--- src/rtl/sb_pkg.sv ---
package sb_pkg;
  parameter int ADDR_W = 29;
  parameter int DATA_W = 64;
  parameter int BE_W   = DATA_W / 8;

  typedef struct packed {
    logic [ADDR_W-1:0] addr;
    logic [BE_W-1:0]   be;
    logic [DATA_W-1:0] data;
  } sb_entry_t;
endpackage

--- src/rtl/sb_queue.sv ---
module sb_queue #(
  parameter int DEPTH = 8
) (
  input  logic                  clk,
  input  logic                  rst_n,
  input  logic                  push,
  input  sb_pkg::sb_entry_t     push_ent,
  input  logic                  pop,
  output logic                  full,
  output logic                  empty,
  output logic [DEPTH-1:0]      age_vld,
  output sb_pkg::sb_entry_t     age_ent [DEPTH]
);
  localparam int PW = (DEPTH > 1) ? $clog2(DEPTH) : 1;
  localparam int CW = $clog2(DEPTH + 1);

  sb_pkg::sb_entry_t mem [DEPTH];
  logic [PW-1:0] head, tail;
  logic [CW-1:0] cnt;

  assign full  = (cnt == CW'(DEPTH));
  assign empty = (cnt == '0);

  always_ff @(posedge clk) begin
    if (push) mem[tail] <= push_ent;
  end

  always_ff @(posedge clk) begin
    if (!rst_n) begin
      head <= '0;
      tail <= '0;
      cnt  <= '0;
    end else begin
      if (push) tail <= tail + 1'b1;
      if (pop)  head <= head + 1'b1;
      case ({push, pop})
        2'b10:   cnt <= cnt + 1'b1;
        2'b01:   cnt <= cnt - 1'b1;
        default: cnt <= cnt;
      endcase
    end
  end

  // age-ordered view: slot 0 is the oldest entry
  for (genvar k = 0; k < DEPTH; k++) begin : g_age
    logic [PW-1:0] idx;
    assign idx        = head + PW'(k);
    assign age_ent[k] = mem[idx];
    assign age_vld[k] = (CW'(k) < cnt);
  end


  no_push_when_full_chk: assert property (@(posedge clk) disable iff (!rst_n)
    push |-> !full);

  no_pop_when_empty_chk: assert property (@(posedge clk) disable iff (!rst_n)
    pop |-> !empty);
endmodule

--- src/rtl/sb_fwd.sv ---
module sb_fwd #(
  parameter int DEPTH = 8
) (
  input  logic                          clk,
  input  logic                          rst_n,
  input  logic [DEPTH-1:0]              age_vld,
  input  sb_pkg::sb_entry_t             age_ent [DEPTH],
  input  logic [sb_pkg::ADDR_W-1:0]     lk_addr,
  output logic [sb_pkg::BE_W-1:0]       hit_mask,
  output logic [sb_pkg::DATA_W-1:0]     hit_data
);
  localparam int NB = sb_pkg::BE_W;

  logic [DEPTH-1:0] addr_hit;

  for (genvar k = 0; k < DEPTH; k++) begin : g_cmp
    assign addr_hit[k] = age_vld[k] && (age_ent[k].addr == lk_addr);
  end

  // per lane: scan oldest to youngest, the last match wins
  for (genvar b = 0; b < NB; b++) begin : g_lane
    logic       lane_m;
    logic [7:0] lane_d;
    always_comb begin
      lane_m = 1'b0;
      lane_d = '0;
      for (int k = 0; k < DEPTH; k++) begin
        if (addr_hit[k] && age_ent[k].be[b]) begin
          lane_m = 1'b1;
          lane_d = age_ent[k].data[b*8 +: 8];
        end
      end
    end
    assign hit_mask[b]         = lane_m;
    assign hit_data[b*8 +: 8]  = lane_d;
  end


  fwd_needs_entry_chk: assert property (@(posedge clk) disable iff (!rst_n)
    (|hit_mask) |-> (|age_vld));
endmodule

--- src/rtl/sb_order_gate.sv ---
module sb_order_gate (
  input  logic clk,
  input  logic rst_n,
  input  logic bar_valid,
  input  logic q_empty,
  input  logic st_valid,
  input  logic ld_valid,
  output logic bar_ready,
  output logic ld_ready,
  output logic ld_fire
);
  assign bar_ready = q_empty && !st_valid;
  assign ld_ready  = !bar_valid;
  assign ld_fire   = ld_valid && ld_ready;


  bar_grant_leaves_empty_chk: assert property (@(posedge clk) disable iff (!rst_n)
    (bar_valid && bar_ready) |=> q_empty);

  no_load_past_barrier_chk: assert property (@(posedge clk) disable iff (!rst_n)
    bar_valid |-> !ld_fire);
endmodule

--- src/rtl/store_buffer_tso.sv ---
module store_buffer_tso #(
  parameter int DEPTH = 8
) (
  input  logic                        clk,
  input  logic                        rst_n,
  input  logic                        st_valid,
  output logic                        st_ready,
  input  logic [sb_pkg::ADDR_W-1:0]   st_addr,
  input  logic [sb_pkg::BE_W-1:0]     st_be,
  input  logic [sb_pkg::DATA_W-1:0]   st_data,
  output logic                        dr_valid,
  input  logic                        dr_ready,
  output logic [sb_pkg::ADDR_W-1:0]   dr_addr,
  output logic [sb_pkg::BE_W-1:0]     dr_be,
  output logic [sb_pkg::DATA_W-1:0]   dr_data,
  input  logic                        ld_valid,
  output logic                        ld_ready,
  input  logic [sb_pkg::ADDR_W-1:0]   ld_addr,
  output logic                        cache_rd_en,
  output logic [sb_pkg::ADDR_W-1:0]   cache_rd_addr,
  input  logic [sb_pkg::DATA_W-1:0]   cache_rdata,
  output logic                        ld_rsp_valid,
  output logic [sb_pkg::DATA_W-1:0]   ld_rsp_data,
  input  logic                        bar_valid,
  output logic                        bar_ready
);
  localparam int NB = sb_pkg::BE_W;
  localparam int DW = sb_pkg::DATA_W;

  logic                 q_full, q_empty, push, pop, ld_fire;
  logic [DEPTH-1:0]     age_vld;
  sb_pkg::sb_entry_t    age_ent [DEPTH];
  sb_pkg::sb_entry_t    in_ent;
  logic [NB-1:0]        hit_mask, mask_q;
  logic [DW-1:0]        hit_data, data_q;
  logic                 rsp_q;

  assign in_ent   = '{addr: st_addr, be: st_be, data: st_data};
  assign st_ready = !q_full;
  assign push     = st_valid && st_ready;
  assign dr_valid = !q_empty;
  assign pop      = dr_valid && dr_ready;
  assign dr_addr  = age_ent[0].addr;
  assign dr_be    = age_ent[0].be;
  assign dr_data  = age_ent[0].data;

  sb_queue #(.DEPTH(DEPTH)) u_queue (
    .clk(clk), .rst_n(rst_n), .push(push), .push_ent(in_ent), .pop(pop),
    .full(q_full), .empty(q_empty), .age_vld(age_vld), .age_ent(age_ent)
  );

  sb_fwd #(.DEPTH(DEPTH)) u_fwd (
    .clk(clk), .rst_n(rst_n), .age_vld(age_vld), .age_ent(age_ent),
    .lk_addr(ld_addr), .hit_mask(hit_mask), .hit_data(hit_data)
  );

  sb_order_gate u_gate (
    .clk(clk), .rst_n(rst_n), .bar_valid(bar_valid), .q_empty(q_empty),
    .st_valid(st_valid), .ld_valid(ld_valid), .bar_ready(bar_ready),
    .ld_ready(ld_ready), .ld_fire(ld_fire)
  );

  assign cache_rd_en   = ld_fire;
  assign cache_rd_addr = ld_addr;

  always_ff @(posedge clk) begin
    if (!rst_n) begin
      rsp_q  <= 1'b0;
      mask_q <= '0;
      data_q <= '0;
    end else begin
      rsp_q <= ld_fire;
      if (ld_fire) begin
        mask_q <= hit_mask;
        data_q <= hit_data;
      end
    end
  end

  assign ld_rsp_valid = rsp_q;

  for (genvar b = 0; b < NB; b++) begin : g_merge
    assign ld_rsp_data[b*8 +: 8] = mask_q[b] ? data_q[b*8 +: 8] : cache_rdata[b*8 +: 8];
  end


  rsp_after_accept_chk: assert property (@(posedge clk) disable iff (!rst_n)
    (ld_valid && ld_ready) |=> ld_rsp_valid);

  no_stray_rsp_chk: assert property (@(posedge clk) disable iff (!rst_n)
    !(ld_valid && ld_ready) |=> !ld_rsp_valid);

  drain_hold_chk: assert property (@(posedge clk) disable iff (!rst_n)
    (dr_valid && !dr_ready) |=> (dr_valid && $stable(dr_addr) && $stable(dr_be) && $stable(dr_data)));

  bar_waits_drain_chk: assert property (@(posedge clk) disable iff (!rst_n)
    bar_ready |-> (!dr_valid && !st_valid));
endmodule

--- config.mk ---
export PLATFORM = sky130hd
export DESIGN_NAME = store_buffer_tso
export DESIGN_NICKNAME = d
export VERILOG_FILES = /design/src/rtl/sb_pkg.sv /design/src/rtl/sb_queue.sv /design/src/rtl/sb_fwd.sv /design/src/rtl/sb_order_gate.sv /design/src/rtl/store_buffer_tso.sv
export SDC_FILE = /design/constraint.sdc
export NUM_CORES = 2
export LEC_CHECK = 0
export BUFFER_PORTS_ARGS = -buffer_cell sky130_fd_sc_hd__buf_2
export CAP_MARGIN = 20
export CORE_MARGIN = 5
export CORE_UTILIZATION = 64
export DETAILED_ROUTE_END_ITERATION = 8
export GPL_TIMING_DRIVEN = 0
export PLACE_DENSITY_LB_ADDON = 0.25
export SKIP_LAST_GASP = 1
export SLEW_MARGIN = 25
export SYNTH_ARGS = -nofsm -noshare
export SYNTH_HDL_FRONTEND = slang
export SYNTH_SLANG_ARGS = --single-unit
--- constraint.sdc ---
create_clock -name clk -period 24 [get_ports clk]
set_clock_uncertainty 0.15 [all_clocks]
set_input_delay 2.4 -clock clk [delete_from_list [all_inputs] [get_ports clk]]
set_output_delay 2.4 -clock clk [all_outputs]
set_load 0.03 [all_outputs]
==> parameters.txt, run 1 <==
Parameter                              Value

Yosys
  Post-Synthesis Cell Area    ~70,000 µm²
  Dominant cells by area after synthesis    edfxtp_1, mux4_2, mux2i_1
  Post-synth top area cell    edfxtp_1
  Main combinational cell family by area after synthesis    multiplexers
  Post-Syn Instances    5,857
  Area share of fa/ha/maj cells after synthesis    less than 1%
  Mux share of post-synthesis cell area    between 30 and 40%
  Async SR Flop Fraction    0%
  Post-Synth XOR/XNOR Area    2.20%
  Syn_area_per_cell    12.2 µm²
  Number of distinct standard cells referenced by the synthesized netlist    slightly below 100
  Yosys top cell area share    33.9%
  Fraction of the mapped netlist area in compound gates    between 9 and 10%
  Mapped Nets    around 6,100
  Most common flop cell mapped by yosys    edfxtp_1
  Seq cells post-synth    roughly 890
  Synth warn    0
  Number of flops mapped to enable cells by yosys    a little over 800
  Sequential-to-total area share from yosys stat    approximately 36%
  Synthesized-area fraction occupied by and/or/nand/nor cells    a little over a tenth
  Most frequent cells after synthesis    mux4_2, edfxtp_1, nand2_1
  Most used standard cell by instance count after synthesis    mux4_2

CTS
  Cts hold-fix bufs    0
  Total number of H-tree levels    3
  TritonCTS Buffers    100
  Clk Tree Root Cell    clkbuf_16
  Max clock buf depth    3
  Post-CTS repair timing setup buffer count    0
  Resized cells post-CTS    0
  Clk sinks    roughly 890

Status
  Last stage reached    global routing
  Run status    stopped before the end
  First Err    [ERROR GRT-0116] Global routing finished with congestion. Check the congestion regions in the DRC Viewer.

Die
  Effective utilization at floorplan    between 60% and 70%
  DIE WIDTH    around 340 µm
  Floorplan row count    approximately 120
  Boundary pin count    400
  Die height    345 µm

Placed design
  Buffers on Ports    approximately 380
  Gpl congestion    roughly 1.3
  Total half-perimeter wirelength after legalization and detailed placement    306,000 µm
  Setup slack after placement    around 13 ns

Global routing
  Remaining global-route overflow    2
  GRT Resource Usage Total    between 70% and 80%
  Global-route wire length before repair    590,000 µm
  Largest net degree at the start of global routing    18
  Via count of the first global-routing pass    75,400
==> stage by stage <==
step / area, µm² / hold WS (ns) / std cells
CTS: 80900 / 0.296 / 8012
detailed placement: 77300 / 0.288 / 7826
global placement: 75400 / 0.286 / 7726
floorplan: 71600 / 0.260 / 5857
==> layer usage <==
| layer | overflow | track usage [%] |
|---|---|---|
| met4 | 0 | 56.0 |
| met5 | 0 | 49.9 |
| met1 | 0 | 77.2 |
| met3 | 1 | 68.5 |
| met2 | 1 | 81.3 |
==> cell families after synthesis <==
family,after synthesis
AOI/OAI and AO/OA,1003
xor gates and xnor gates,178
adders and majority gates,7
buffers and inverters,649
DFF,894
muxes,1435
and+or+nand+nor,1691
==> inputs of run 2 (changes only) <==
--- a/config.mk
+++ b/config.mk
@@ -8,10 +8,10 @@
 export BUFFER_PORTS_ARGS = -buffer_cell sky130_fd_sc_hd__buf_2
 export CAP_MARGIN = 20
 export CORE_MARGIN = 5
-export CORE_UTILIZATION = 64
+export CORE_UTILIZATION = 40
 export DETAILED_ROUTE_END_ITERATION = 8
 export GPL_TIMING_DRIVEN = 0
-export PLACE_DENSITY_LB_ADDON = 0.25
+export PLACE_DENSITY_LB_ADDON = 0.15
 export SKIP_LAST_GASP = 1
 export SLEW_MARGIN = 25
 export SYNTH_ARGS = -nofsm -noshare
==> run 2 against run 1 <==
- the flow now finishes, with violations (DRC)
- area after synthesis unchanged
- synthesized cell count unchanged
==> parameters.txt, run 2 <==
Parameter                              Value

Global routing
  Largest net degree at the start of global routing    18
  Remaining global-route overflow    0
  Global-route wire length before repair    ~610,000 µm
  Via count of the first global-routing pass    63,200
  Antenna violations before repair    83
  GRT Resource Usage Total    between 40% and 50%

Yosys
  Main combinational cell family by area after synthesis    multiplexers (unchanged)
  Mux share of post-synthesis cell area    36.0% (unchanged)
  Post-Synthesis Cell Area    71,600 µm² (unchanged)
  Area share of fa/ha/maj cells after synthesis    0.122% (unchanged)
  Yosys top cell area share    33.9% (unchanged)
  Number of distinct standard cells referenced by the synthesized netlist    99 (unchanged)
  Seq cells post-synth    894 (unchanged)
  Post-Synth XOR/XNOR Area    2.20% (unchanged)
  Mapped Nets    6,064 (unchanged)
  Post-synth top area cell    edfxtp_1 (unchanged)
  Synth warn    0 (unchanged)
  Async SR Flop Fraction    0% (unchanged)
  Fraction of the mapped netlist area in compound gates    9.89% (unchanged)
  Most common flop cell mapped by yosys    edfxtp_1 (unchanged)
  Most used standard cell by instance count after synthesis    mux4_2 (unchanged)
  Dominant cells by area after synthesis    edfxtp_1, mux4_2, mux2i_1 (unchanged)
  Post-Syn Instances    5,857 (unchanged)
  Number of flops mapped to enable cells by yosys    808 (unchanged)
  Sequential-to-total area share from yosys stat    36.3% (unchanged)
  Most frequent cells after synthesis    mux4_2, edfxtp_1, nand2_1 (unchanged)
  Synthesized-area fraction occupied by and/or/nand/nor cells    11.0% (unchanged)
  Syn_area_per_cell    12.2 µm² (unchanged)

Power and ir drop
  Leakage power figure    approximately 27 nW
  Power Dens Cells    between 100 and 150 nW/µm²
  Worst supply voltage drop on vdd    between 0.00007 and 0.00008 V
  Power, Total    between 9 and 10 mW

Placed design
  Setup slack after placement    12.71 ns (was 13.48 ns)
  Total half-perimeter wirelength after legalization and detailed placement    366,000 µm (was 306,000 µm)
  Buffers on Ports    381 (unchanged)
  Cell area reported after detailed placement    79,000 µm² (was 77,300 µm²)
  Gpl congestion    1.11 (was 1.28)
  DP Cell Count    8,715 (was 7,826)

Status
  Failing checks    DRC
  Run status    finished with violations (was stopped before the end)

Detailed routing
  Initial drt markers    between 15,000 and 20,000
  Final wirelength    about 470,000 µm
  Router iterations before antenna repair    9
  Count of antenna-violating nets left after detailed routing    0
  Vias/cell    around 7.9
  Average wire length per cell after detail routing    52.8 µm
  DRC violation count after routing    26
  Vias    70,800

Min path
  Worst hold path type    flop to flop
  Number of stages on the worst hold path    2

Worst setup path
  Number of cell instances on the worst register-to-register path    25
  Data arrival at the endpoint of the critical path    about 13 ns
  Critical Path Stages    25
  Endpoint kind of the worst setup timing path    flop
  CP startpoint kind    flop
  Maximum net fanout on the critical path    12
  Max stage delay cell, worst path    ha_1
  Bufs and invs on worst path    19
  Cell family contributing the most delay on the critical path    buffers and inverters
  CP dominant cell by count    buf_2
  Largest stage delay on the critical path    1.01 ns
  Data required time at the worst endpoint    roughly 25 ns
  Critical path class    flop to flop

Timing
  Final Critical Period    12.45 ns
  Max-slew headroom    between 8 and 9%
  Worst-case setup margin in the final layout    11.55 ns
  Max frequency    approximately 80 MHz
  Total negative setup slack    0 ns
  RSZ-0062 raised after global routing    false
  Slew Viols, Final    0
  Count of endpoints failing setup in the final report    0
  Hold violation total from the final report    0
  Transition time at the pin with the least slew margin    between 1 and 1.5 ns
  Share of the cycle needed by the critical path after routing    slightly above 50%
  Final hold slack    just under 0.3 ns

CTS
  Total number of H-tree levels    3 (unchanged)
  Clock transition at the registers of the reported paths    0.07 ns
  Max clock buf depth    3 (unchanged)
  Clk Tree Root Cell    clkbuf_16 (unchanged)
  TritonCTS clock tree    done
  TritonCTS Buffers    103 (was 100)
  Resized cells post-CTS    0 (unchanged)
  Post-CTS repair timing setup buffer count    0 (unchanged)
  Cts hold-fix bufs    0 (unchanged)
  Skew-Pair Late Insertion Delay    a little over 0.8 ns
  Clk sinks    894 (unchanged)

Final layout
  Cell area after layout    82,600 µm²
  Largest register FFs    slightly above 800
  Largest registers ranked by flip-flop count    u_queue.mem (808), data_q (64), mask_q (8)
  Top register by number of flip-flops    u_queue.mem
  Leading cell type in the layout, fill and taps excluded    mux4_2
  # nets final    roughly 6,700
  Fraction of final layout cells sized beyond drive strength 1    between 30 and 40%
  Growth of design area from synthesis to finish    15.3%
  Number of cells in the finished layout apart from fillers    between 8,000 and 9,000
  Post-Route Utilization    46.4%
  Most frequent cells in the layout    mux4_2, edfxtp_1, nand2_1

Die
  DIE WIDTH    433 µm (was 345 µm)
  Area of the die    188,000 µm²
  Die height    433 µm (was 345 µm)
  Boundary pin count    400 (unchanged)
  Floorplan row count    155 (was 122)
  Core area    about 180,000 µm²
  Effective utilization at floorplan    40.2% (was 64.6%)

Flow run
  Max_cap viols    0
-- run 2: cell counts after synthesis --
Identical to the previous run, type by type.
-- run 2: final timing paths --
| check | startpoint | endpoint | slack (ns) |
|---|---|---|---|
| hold reg to reg | data_q[0] | data_q[0] | 0.29 |
| setup / recovery | u_queue.head[0] | data_q[14] | 11.55 |
| setup reg to reg | u_queue.head[0] | data_q[14] | 11.55 |
| hold / removal | data_q[0] | data_q[0] | 0.29 |
-- run 2: logic make-up after synthesis --
family / after synthesis
buffers and inverters: 649
AO/OA/AOI/OAI: 1003
multiplexers: 1435
AND/OR/NAND/NOR: 1691
flip-flops: 894
XOR/XNOR: 178
adder cells (fa/ha/maj): 7
-- run 2: power by group --
group,total [mW],switching (mW),internal (mW)
registers,1.81,0.0600,1.75
clock network,1.68,0.750,0.932
logic,6.25,4.27,1.98
total,9.74,5.08,4.66
-- run 2: layer usage --
| layer | wire length (µm) | up-vias | track usage (%) |
|---|---|---|---|
| met5 | 651 | - | 1.22 |
| met4 | 30200 | 42 | 24.7 |
| met3 | 89800 | 1638 | 30.2 |
| met2 | 176000 | 8172 | 61.3 |
| met1 | 177000 | 35900 | 64.5 |
| li1 | - | 25100 | - |
-- run 2: tightest hold or removal path: stages (launching register included) --
cell and delay, ns:
dfxtp_1 0.31, nand2_1 0.05, nand2_1 0.04
-- run 2: layout make-up --
class                   count  area (µm²)
clock buffers             119        2700
clock inverters            75         768
inverters                  73         274
repair buffers            503        3920
plain buffers             576        3130
diodes                     59         148
multi-input cells        4314       42700
well taps                2355        2950
fillers                 16200       95600
flip-flops and latches    894       26000
No activity file was read; power rests on OpenSTA's default activity.
